`config.mk`:
```
export PLATFORM = sky130hd
export DESIGN_NAME = sample_packer
export DESIGN_NICKNAME = d
export VERILOG_FILES = /design/src/rtl/sp_pkg.sv /design/src/rtl/sp_datapath.sv /design/src/rtl/sp_ctrl.sv /design/src/rtl/sample_packer.sv
export SDC_FILE = /design/constraint.sdc
export NUM_CORES = 1
export LEC_CHECK = 0
export ABC_AREA = 1
export ABC_CLOCK_PERIOD_IN_PS = 2400
export BUFFER_PORTS_ARGS = -buffer_cell sky130_fd_sc_hd__buf_2
export CORE_MARGIN = 2
export CORE_UTILIZATION = 25
export DETAILED_ROUTE_END_ITERATION = 12
export GPL_ROUTABILITY_DRIVEN = 1
export SLEW_MARGIN = 10
export SYNTH_ARGS = -nofsm -noshare
export SYNTH_HDL_FRONTEND = slang
export SYNTH_SLANG_ARGS = --single-unit
```
`constraint.sdc`:
```
create_clock -name clk -period 2.4 [get_ports clk]
set_input_delay 0.24 -clock clk [delete_from_list [all_inputs] [get_ports clk]]
set_output_delay 0.24 -clock clk [all_outputs]
set_load 0.01 [all_outputs]
```
`src/rtl/sp_pkg.sv`:
```
package sp_pkg;
  localparam int WORD_W = 24;
  localparam int BYTE_W = 8;
  localparam int ITEM_W = 32;

  localparam logic [2:0] FMT_HALF  = 3'd1;
  localparam logic [2:0] FMT_HI24  = 3'd2;
  localparam logic [2:0] FMT_LO24  = 3'd6;

  typedef enum logic [2:0] {
    S_IDLE, S_RD, S_LD, S_TX, S_RX, S_WR
  } spState_t;

  // strobes from control to datapath
  typedef struct packed {
    logic loadWord;
    logic shiftOut;
    logic shiftIn;
    logic wide;
  } spStrobe_t;
endpackage

```
`src/rtl/sp_datapath.sv`:
```
module sp_datapath
  import sp_pkg::*;
(
  input  logic                clk,
  input  logic                rstN,
  input  spStrobe_t           strobe,
  input  logic [WORD_W-1:0]   memRdata,
  input  logic [BYTE_W-1:0]   inData,
  output logic [BYTE_W-1:0]   outData,
  output logic [WORD_W-1:0]   memWdata
);
  logic [ITEM_W-1:0] itemReg;

  always_ff @(posedge clk) begin
    if (!rstN) begin
      itemReg <= '0;
    end else if (strobe.loadWord) begin
      if (strobe.wide) itemReg <= {{(ITEM_W-WORD_W){1'b0}}, memRdata};
      else             itemReg <= {16'h0000, memRdata[WORD_W-1:8]};
    end else if (strobe.shiftOut) begin
      itemReg <= {{BYTE_W{1'b0}}, itemReg[ITEM_W-1:BYTE_W]};
    end else if (strobe.shiftIn) begin
      itemReg <= {inData, itemReg[ITEM_W-1:BYTE_W]};
    end
  end

  assign outData  = itemReg[BYTE_W-1:0];
  assign memWdata = strobe.wide ? itemReg[WORD_W-1:0]
                                : {itemReg[ITEM_W-1:16], 8'h00};
endmodule

```
`src/rtl/sp_ctrl.sv`:
```
module sp_ctrl
  import sp_pkg::*;
#(
  parameter int ADDR_W = 14,
  parameter int CNT_W  = 16
) (
  input  logic              clk,
  input  logic              rstN,
  input  logic              cmdValid,
  input  logic [2:0]        cmdFmt,
  input  logic [CNT_W-1:0]  cmdCount,
  input  logic [ADDR_W-1:0] cmdBase,
  input  logic              cmdToBuf,
  input  logic              cmdInterleave,
  input  logic              outReady,
  input  logic              inValid,
  output logic              busy,
  output logic              done,
  output logic              err,
  output logic              outValid,
  output logic              inReady,
  output logic              memRe,
  output logic              memWe,
  output logic [ADDR_W-1:0] memAddr,
  output spStrobe_t         strobe
);
  localparam int CH_W = 4;

  spState_t          state;
  logic              wideQ;
  logic [ADDR_W-1:0] baseQ;
  logic [CNT_W-1:0]  blocksQ;
  logic [CH_W-1:0]   lastChQ;
  logic [CNT_W-1:0]  sampleIdx;
  logic [CH_W-1:0]   chanIdx;
  logic [ADDR_W-1:0] chanOff;
  logic [1:0]        byteCnt;
  logic              doneQ;
  logic              errQ;

  // command decode
  logic             fmtOk;
  logic             badCmd;
  logic [CNT_W-1:0] cmdBlocks;
  logic [CH_W-1:0]  cmdLastCh;

  always_comb begin
    fmtOk     = (cmdFmt == FMT_HALF) || (cmdFmt == FMT_HI24) || (cmdFmt == FMT_LO24);
    badCmd    = !fmtOk || (cmdInterleave && !cmdToBuf);
    cmdBlocks = cmdInterleave ? (cmdCount >> CH_W) : cmdCount;
    cmdLastCh = cmdInterleave ? cmdCount[CH_W-1:0] : '0;
  end

  // item walk: channel inner, sample outer
  logic              lastByte;
  logic              lastCh;
  logic              itemLast;
  logic [CH_W-1:0]   nxtChanIdx;
  logic [ADDR_W-1:0] nxtChanOff;
  logic [CNT_W-1:0]  nxtSampleIdx;

  always_comb begin
    lastByte = (byteCnt == (wideQ ? 2'd3 : 2'd1));
    lastCh   = (chanIdx == lastChQ);
    itemLast = lastCh && (sampleIdx == blocksQ - 1'b1);
    if (lastCh) begin
      nxtChanIdx   = '0;
      nxtChanOff   = '0;
      nxtSampleIdx = sampleIdx + 1'b1;
    end else begin
      nxtChanIdx   = chanIdx + 1'b1;
      nxtChanOff   = chanOff + ADDR_W'(blocksQ);
      nxtSampleIdx = sampleIdx;
    end
  end

  always_ff @(posedge clk) begin
    if (!rstN) begin
      state     <= S_IDLE;
      wideQ     <= 1'b0;
      baseQ     <= '0;
      blocksQ   <= '0;
      lastChQ   <= '0;
      sampleIdx <= '0;
      chanIdx   <= '0;
      chanOff   <= '0;
      byteCnt   <= '0;
      doneQ     <= 1'b0;
      errQ      <= 1'b0;
    end else begin
      doneQ <= 1'b0;
      case (state)
        S_IDLE: if (cmdValid) begin
          if (badCmd) begin
            errQ  <= 1'b1;
            doneQ <= 1'b1;
          end else begin
            errQ      <= 1'b0;
            wideQ     <= (cmdFmt != FMT_HALF);
            baseQ     <= cmdBase;
            blocksQ   <= cmdBlocks;
            lastChQ   <= cmdLastCh;
            sampleIdx <= '0;
            chanIdx   <= '0;
            chanOff   <= '0;
            byteCnt   <= '0;
            if (cmdBlocks == '0) doneQ <= 1'b1;
            else                 state <= cmdToBuf ? S_RD : S_RX;
          end
        end
        S_RD: state <= S_LD;
        S_LD: state <= S_TX;
        S_TX: if (outReady) begin
          byteCnt <= byteCnt + 2'd1;
          if (lastByte) begin
            byteCnt   <= '0;
            chanIdx   <= nxtChanIdx;
            chanOff   <= nxtChanOff;
            sampleIdx <= nxtSampleIdx;
            if (itemLast) begin
              state <= S_IDLE;
              doneQ <= 1'b1;
            end else begin
              state <= S_RD;
            end
          end
        end
        S_RX: if (inValid) begin
          byteCnt <= byteCnt + 2'd1;
          if (lastByte) begin
            byteCnt <= '0;
            state   <= S_WR;
          end
        end
        S_WR: begin
          chanIdx   <= nxtChanIdx;
          chanOff   <= nxtChanOff;
          sampleIdx <= nxtSampleIdx;
          if (itemLast) begin
            state <= S_IDLE;
            doneQ <= 1'b1;
          end else begin
            state <= S_RX;
          end
        end
        default: state <= S_IDLE;
      endcase
    end
  end

  assign busy     = (state != S_IDLE);
  assign done     = doneQ;
  assign err      = errQ;
  assign outValid = (state == S_TX);
  assign inReady  = (state == S_RX);
  assign memRe    = (state == S_RD);
  assign memWe    = (state == S_WR);
  assign memAddr  = baseQ + chanOff + ADDR_W'(sampleIdx);

  assign strobe.loadWord = (state == S_LD);
  assign strobe.shiftOut = (state == S_TX) && outReady;
  assign strobe.shiftIn  = (state == S_RX) && inValid;
  assign strobe.wide     = wideQ;


  busy_cmd_ignored_chk: assert property (@(posedge clk) disable iff (!rstN)
    busy && cmdValid |=> $stable(baseQ) && $stable(blocksQ) && $stable(wideQ));


  err_quiet_chk: assert property (@(posedge clk) disable iff (!rstN)
    err |-> !busy && !memRe && !memWe && !outValid && !inReady);


  done_idle_chk: assert property (@(posedge clk) disable iff (!rstN)
    done |-> !busy);


  walk_range_chk: assert property (@(posedge clk) disable iff (!rstN)
    (memRe || memWe) |-> (sampleIdx < blocksQ) && (chanIdx <= lastChQ));


  rd_data_slot_chk: assert property (@(posedge clk) disable iff (!rstN)
    memRe |=> !memRe && !memWe && !outValid);
endmodule

```
`src/rtl/sample_packer.sv`:
```
module sample_packer
  import sp_pkg::*;
#(
  parameter int ADDR_W = 14,
  parameter int CNT_W  = 16
) (
  input  logic              clk,
  input  logic              rstN,
  input  logic              cmdValid,
  output logic              cmdReady,
  input  logic [2:0]        cmdFmt,
  input  logic [CNT_W-1:0]  cmdCount,
  input  logic [ADDR_W-1:0] cmdBase,
  input  logic              cmdToBuf,
  input  logic              cmdInterleave,
  output logic              busy,
  output logic              done,
  output logic              err,
  output logic              memRe,
  output logic              memWe,
  output logic [ADDR_W-1:0] memAddr,
  output logic [23:0]       memWdata,
  input  logic [23:0]       memRdata,
  output logic              outValid,
  input  logic              outReady,
  output logic [7:0]        outData,
  input  logic              inValid,
  output logic              inReady,
  input  logic [7:0]        inData
);
  spStrobe_t strobe;

  sp_ctrl #(.ADDR_W(ADDR_W), .CNT_W(CNT_W)) u_ctrl (
    .clk(clk), .rstN(rstN),
    .cmdValid(cmdValid), .cmdFmt(cmdFmt), .cmdCount(cmdCount),
    .cmdBase(cmdBase), .cmdToBuf(cmdToBuf), .cmdInterleave(cmdInterleave),
    .outReady(outReady), .inValid(inValid),
    .busy(busy), .done(done), .err(err),
    .outValid(outValid), .inReady(inReady),
    .memRe(memRe), .memWe(memWe), .memAddr(memAddr),
    .strobe(strobe)
  );

  sp_datapath u_dp (
    .clk(clk), .rstN(rstN), .strobe(strobe),
    .memRdata(memRdata), .inData(inData),
    .outData(outData), .memWdata(memWdata)
  );

  assign cmdReady = !busy;


  out_hold_chk: assert property (@(posedge clk) disable iff (!rstN)
    outValid && !outReady |=> outValid && $stable(outData));


  mem_excl_chk: assert property (@(posedge clk) disable iff (!rstN)
    !(memRe && memWe));
endmodule

```
======== Word level (Yosys, flattened, before mapping) ========
Cells that the tools add are included.
word-level totals
  output and inout port bits .............. 54
  register bits after elaboration ......... 108
  logic and storage cells ................. 111
  input port bits ......................... 72
cells by class
  equality and inequality tests ........... 19
  reduce and logical (&&, ||, !) cells .... 21
  bitwise operators ....................... 1
  mux-type cells .......................... 51
  add/sub/neg operators ................... 7
operator list
  cell                                                 count
  two-way mux 16 bit                                   6
  two-way mux 32 bit                                   3
  two-way mux 14 bit                                   5
  two-way mux 24 bit                                   2
  case mux 16 bit (3 select lines)                     1
  adder 14 bit                                         3
  case mux 14 bit (3 select lines)                     1
  two-way mux 3 bit                                    9
  two-way mux 4 bit                                    6
  case mux 3 bit (6 select lines)                      1
  adder 16 x 1 -> 16 bit (second input constant)       1
  == test 16 bit                                       1
  logical NOT 16 bit                                   1
  subtractor 16 x 1 -> 16 bit (second input constant)  1
  two-way mux 2 bit                                    6
  case mux 4 bit (3 select lines)                      1
  nonzero test 3 bit                                   4
  AND reduction 5 bit                                  2
  == test 3 x 2 -> 1 bit (second input constant)       3
  == test 3 bit (second input constant)                3
  two-way mux 1 bit                                    8
  inequality test 2 bit (second input constant)        4
  AND reduction 7 bit                                  1
  == test 3 x 1 -> 1 bit (second input constant)       2
  15 further kinds                                     24

======== Longest topological paths before layout ========
  word-level depth ........................ 8
  gate-level depth with buffers ........... 16
  gate-level depth less buffers ........... 16

======== Cells and area by module ========
A second synthesis with hierarchy kept.
second synthesis, totals
  cells, all modules ...................... 1183
  area, all modules ....................... 7805.0 µm²
by module, submodules not included
  module         cells each  area an instance (µm²)  times used  seq. area each (µm²)
  sp_ctrl        832         5571.6                  1           1521.5
  sp_datapath    350         2229.6                  1           640.6
  sample_packer  1           3.8                     1           0.0

======== Least setup slack after synthesis ========
No wires, ideal clock.
  kind .................................... register to output
  start point ............................. reg u_ctrl.sampleIdx[0]
  end point ............................... out memAddr[11]
  arrival ................................. 2476 ps
  stages on the path, launching flop included .. 11
  data required time ...................... 2160 ps
  buffers on the path ..................... 0
  path slack .............................. -316 ps
  cells stage by stage .................... dfxtp_1 inv_1 fa_1 inv_1 ha_1 inv_1 fa_1 o21ai_0 a31oi_1 o21ai_0 xor2_1
between the ends
  longest elaborated chain between the ends .. 1
RTL lines
  item                    RTL line             RTL
  start, declared         sp_ctrl.sv:34        logic [CNT_W-1:0] sampleIdx;
  start signal, assigned  sp_ctrl.sv:119       sampleIdx <= nxtSampleIdx;
  start signal, assigned  sp_ctrl.sv:138       sampleIdx <= nxtSampleIdx;
  adder 14 bit            sp_ctrl.sv:158       assign memAddr = baseQ + chanOff + ADDR_W'(sampleIdx);
  end, declared           sample_packer.sv:21  output logic [ADDR_W-1:0] memAddr,
Every way passes these cells.

======== Final worst setup path ========
  start point ............................. reg u_ctrl.chanOff[1]
  end point ............................... out memAddr[13]
between the ends
  longest elaborated chain between the ends .. 2
RTL lines
  item                        RTL line        RTL
  start, declared             sp_ctrl.sv:36   logic [ADDR_W-1:0] chanOff;
  start signal, assigned      sp_ctrl.sv:118  chanOff <= nxtChanOff;
  start signal, assigned      sp_ctrl.sv:137  chanOff <= nxtChanOff;
  adder 14 bit (2 in series)  sp_ctrl.sv:158
Every way passes these cells.

==> impl_metrics.toml <==
[grt]
grt_usage_pct = 14.89
grt_pass1_vias = 7216
grt-ovfl-total = 0
grt_pass1_wl_microns = 36570
grt_antenna_before_repair = 2
grt_max_degree = 49

[sta]
timing.final.ws_setup_ns = -0.4467
fin_crit_sh_pct = 118.6
whs_ns = 0.09183
finClkSkew_ns = 0.01361
fmax_ghz = 0.3513
rsz0062_at_grt = "true"
drv_slew = 0
worst_pin_slew_ns = 0.6649
slew-limit-headroom_pct = 55.62
hold_viol_final = 0
period_needed_ns = 2.847
setup_violations = 11
setup_tns_ns = -2.997

[finish]
multi_input_area_sq_um = 4683
fin_cells = 1639
drive_gt1_share_pct = 22.63
antenna_cells = 0
layout.nets = 1365
areaGrowthSynthToFinish_pct = 26.08
fillers = 3108
fin_util_pct = 32.18
seq_area_sq_um = 2172
stdcell_area_sq_um = 9260

[logic_synthesis]
netlist-cell-type-count = 50
post-synth-top-count-cell = "nand2_1"
synthArstFlopShare_pct = 0
synth_largest_area_cell = "dfxtp_1"
synth.area.top_cells = "dfxtp_1, nand2_1, o21ai_0, a21oi_1, inv_1"
netlist_area_sq_um = 7345
synth_warnings = 0
postSynthAreaPerCell_sq_um = 6.701
synth-seq-cells = 108
synth_commonest_cells = "nand2_1, inv_1, o21ai_0, dfxtp_1, nor2_1"
yosysTopAreaCellShare_pct = 29.44
yosysSeqAreaShare_pct = 29.44
synthFlopType = "dfxtp_1"
syn_nets = 1211
synth_edf_count = 0
syn_inst = 1096

[route]
drt-vias-per-instance = 4.610
vias = 7555
first_pass_iters = 5
post-route-drc-count = 0
drtAntennaViolNets = 0
dr.first_iter.drc_count = 347
wirelength_microns = 23230
wl_per_cell_microns = 14.17

[worst_setup_path]
crit_type = "reg2out"
worstPathMaxFanout = 3
r2r_cells = 12
critPathRequiredTime_ns = 2.16
regToRegSetupSlack_ns = 0.17
arrival_ns = 2.61
worstReg2RegEnd = "u_ctrl.chanOff[8]"
cp-start-kind = "register"
r2r-start = "u_ctrl.chanOff[0]"
cp-end-kind = "primary output"

[placement]
place_ws_ns = -0.1364
place.gp.congestion = 0.8822
dpl.hpwl_microns = 18090
numPortBuffers = 125
place_area_sq_um = 8678
placedCellCount = 1618

[pwr]
pwr_density_cell_nw_per_um2 = 782.6
power_mw = 7.247
p_leak_nw = 4.364
vdd_ir_drop_max_mv = 0.3839

[floorplan]
die_area_sq_um = 30770
rows = 62
initial_core_util_pct = 25.52
core_sq_um = 28780
fp.dieW_microns = 175.4
die_y_microns = 175.4
ioPinCount = 126

[hold_path]
worstHoldPathCells = 3
hp-class = "in2reg"
hold_end = "u_ctrl.baseQ[12]"
hold_start = "cmdBase[12]"

[clocking]
clock_latency_ns = 0.37
cts_tree = "done"
htree_levels = 3
cts.path.max_buffers = 2
clkSinkCount = 108
cts_root_buf = "clkbuf_16"
path_clk_slew_ns = 0.08
numCtsBuffers = 9

[status]
failed_checks = "negative setup slack"
outcome = "finished, violations left"

[flow_run]
cap_violations = 0
## flip-flops by register name, summed over array words and instances, names as in the netlist
| register | count |
|---|---|
| u_ctrl.done | 1 |
| u_ctrl.lastChQ | 4 |
| u_ctrl.sampleIdx | 16 |
| u_dp.itemReg | 32 |
| u_ctrl.state | 3 |
| u_ctrl.blocksQ | 16 |
| u_ctrl.baseQ | 14 |
| u_ctrl.chanOff | 14 |
| u_ctrl.wideQ | 1 |
| u_ctrl.err | 1 |
| u_ctrl.byteCnt | 2 |
| u_ctrl.chanIdx | 4 |
## power by group
part | switching (mW) | leakage [nW] | internal, mW | total, mW
logic | 2.18 | 3.34 | 1.13 | 3.31
registers | 0.283 | 0.881 | 2.09 | 2.38
clock network | 0.713 | 0.144 | 0.847 | 1.56
## layout make-up
type | instances | area share (%)
clock inverters | 4 | 0.5945
repair buffers | 190 | 12.23
flip-flops and latches | 108 | 23.46
clock buffers | 12 | 2.662
well taps | 384 | 5.188
inverters | 130 | 5.297
multi-input cells | 811 | 50.57
## what timing repair did
item,CTS,global route
hold buffers,0,0
pin swaps,5,16
cloned,0,0
buffers inserted,2,5
resized for setup,20,34
endpoints found under the setup margin,12,14
endpoints found under the hold margin,0,0
## how the worst max path moves through the flow
stage          cells past startpoint              start           to  slack, ns
6_report                           9  u_ctrl.chanOff[1]  memAddr[13]      -0.45
3_5_place_dp                      11  u_ctrl.chanOff[5]  memAddr[12]      -0.14
2_1_floorplan                      8  u_ctrl.chanOff[1]  memAddr[11]       0.02
3_3_place_gp                      11  u_ctrl.chanOff[3]  memAddr[12]      -0.13
4_1_cts                           11    u_ctrl.baseQ[3]  memAddr[12]      -0.45
5_1_grt                            9  u_ctrl.chanOff[1]  memAddr[13]      -0.56
## kinds of logic (layout without fill, tap and decap cells)
logic type | Yosys count | after routing | share of synthesized area [%]
flip-flops | 108 | 108 | 29.44
AO/OA/AOI/OAI | 258 | 258 | 19.03
adder cells (fa/ha/maj) | 43 | 43 | 8.859
buffers and inverters | 177 | 336 | 9.983
multiplexers | 5 | 5 | 0.6815
XOR/XNOR | 35 | 35 | 4.174
AND/OR/NAND/NOR | 470 | 470 | 27.84
## cell usage in the layout (no fill, tap or decap), drive strengths merged, types with 16 or more instances in the layout
cell type,Yosys,layout
inv,129,131
nand2,272,272
a21oi,98,98
nor3,16,16
buf,25,190
dfxtp,108,108
nor2,112,112
nand4,17,17
o21ai,120,120
xor2,24,24
ha,28,28
nand3,35,35
## routing by layer
| layer | GRT usage [%] | routed length, microns |
|---|---|---|
| met3 | 4.026 | 1422 |
| met4 | 3.056 | 236 |
| met5 | 0 | 27 |
| met1 | 18.57 | 10460 |
| met2 | 25.69 | 11080 |
## worst max-delay path: stages, from the launching register on
cell and delay, ns:
dfxtp_2 0.33, fa_1 0.54, ha_2 0.19, inv_2 0.05
fa_2 0.36, o21ai_4 0.20, nand4_1 0.15, o2111ai_2 0.10
xor2_1 0.18, buf_2 0.15
(Power assumes the default switching activity.)
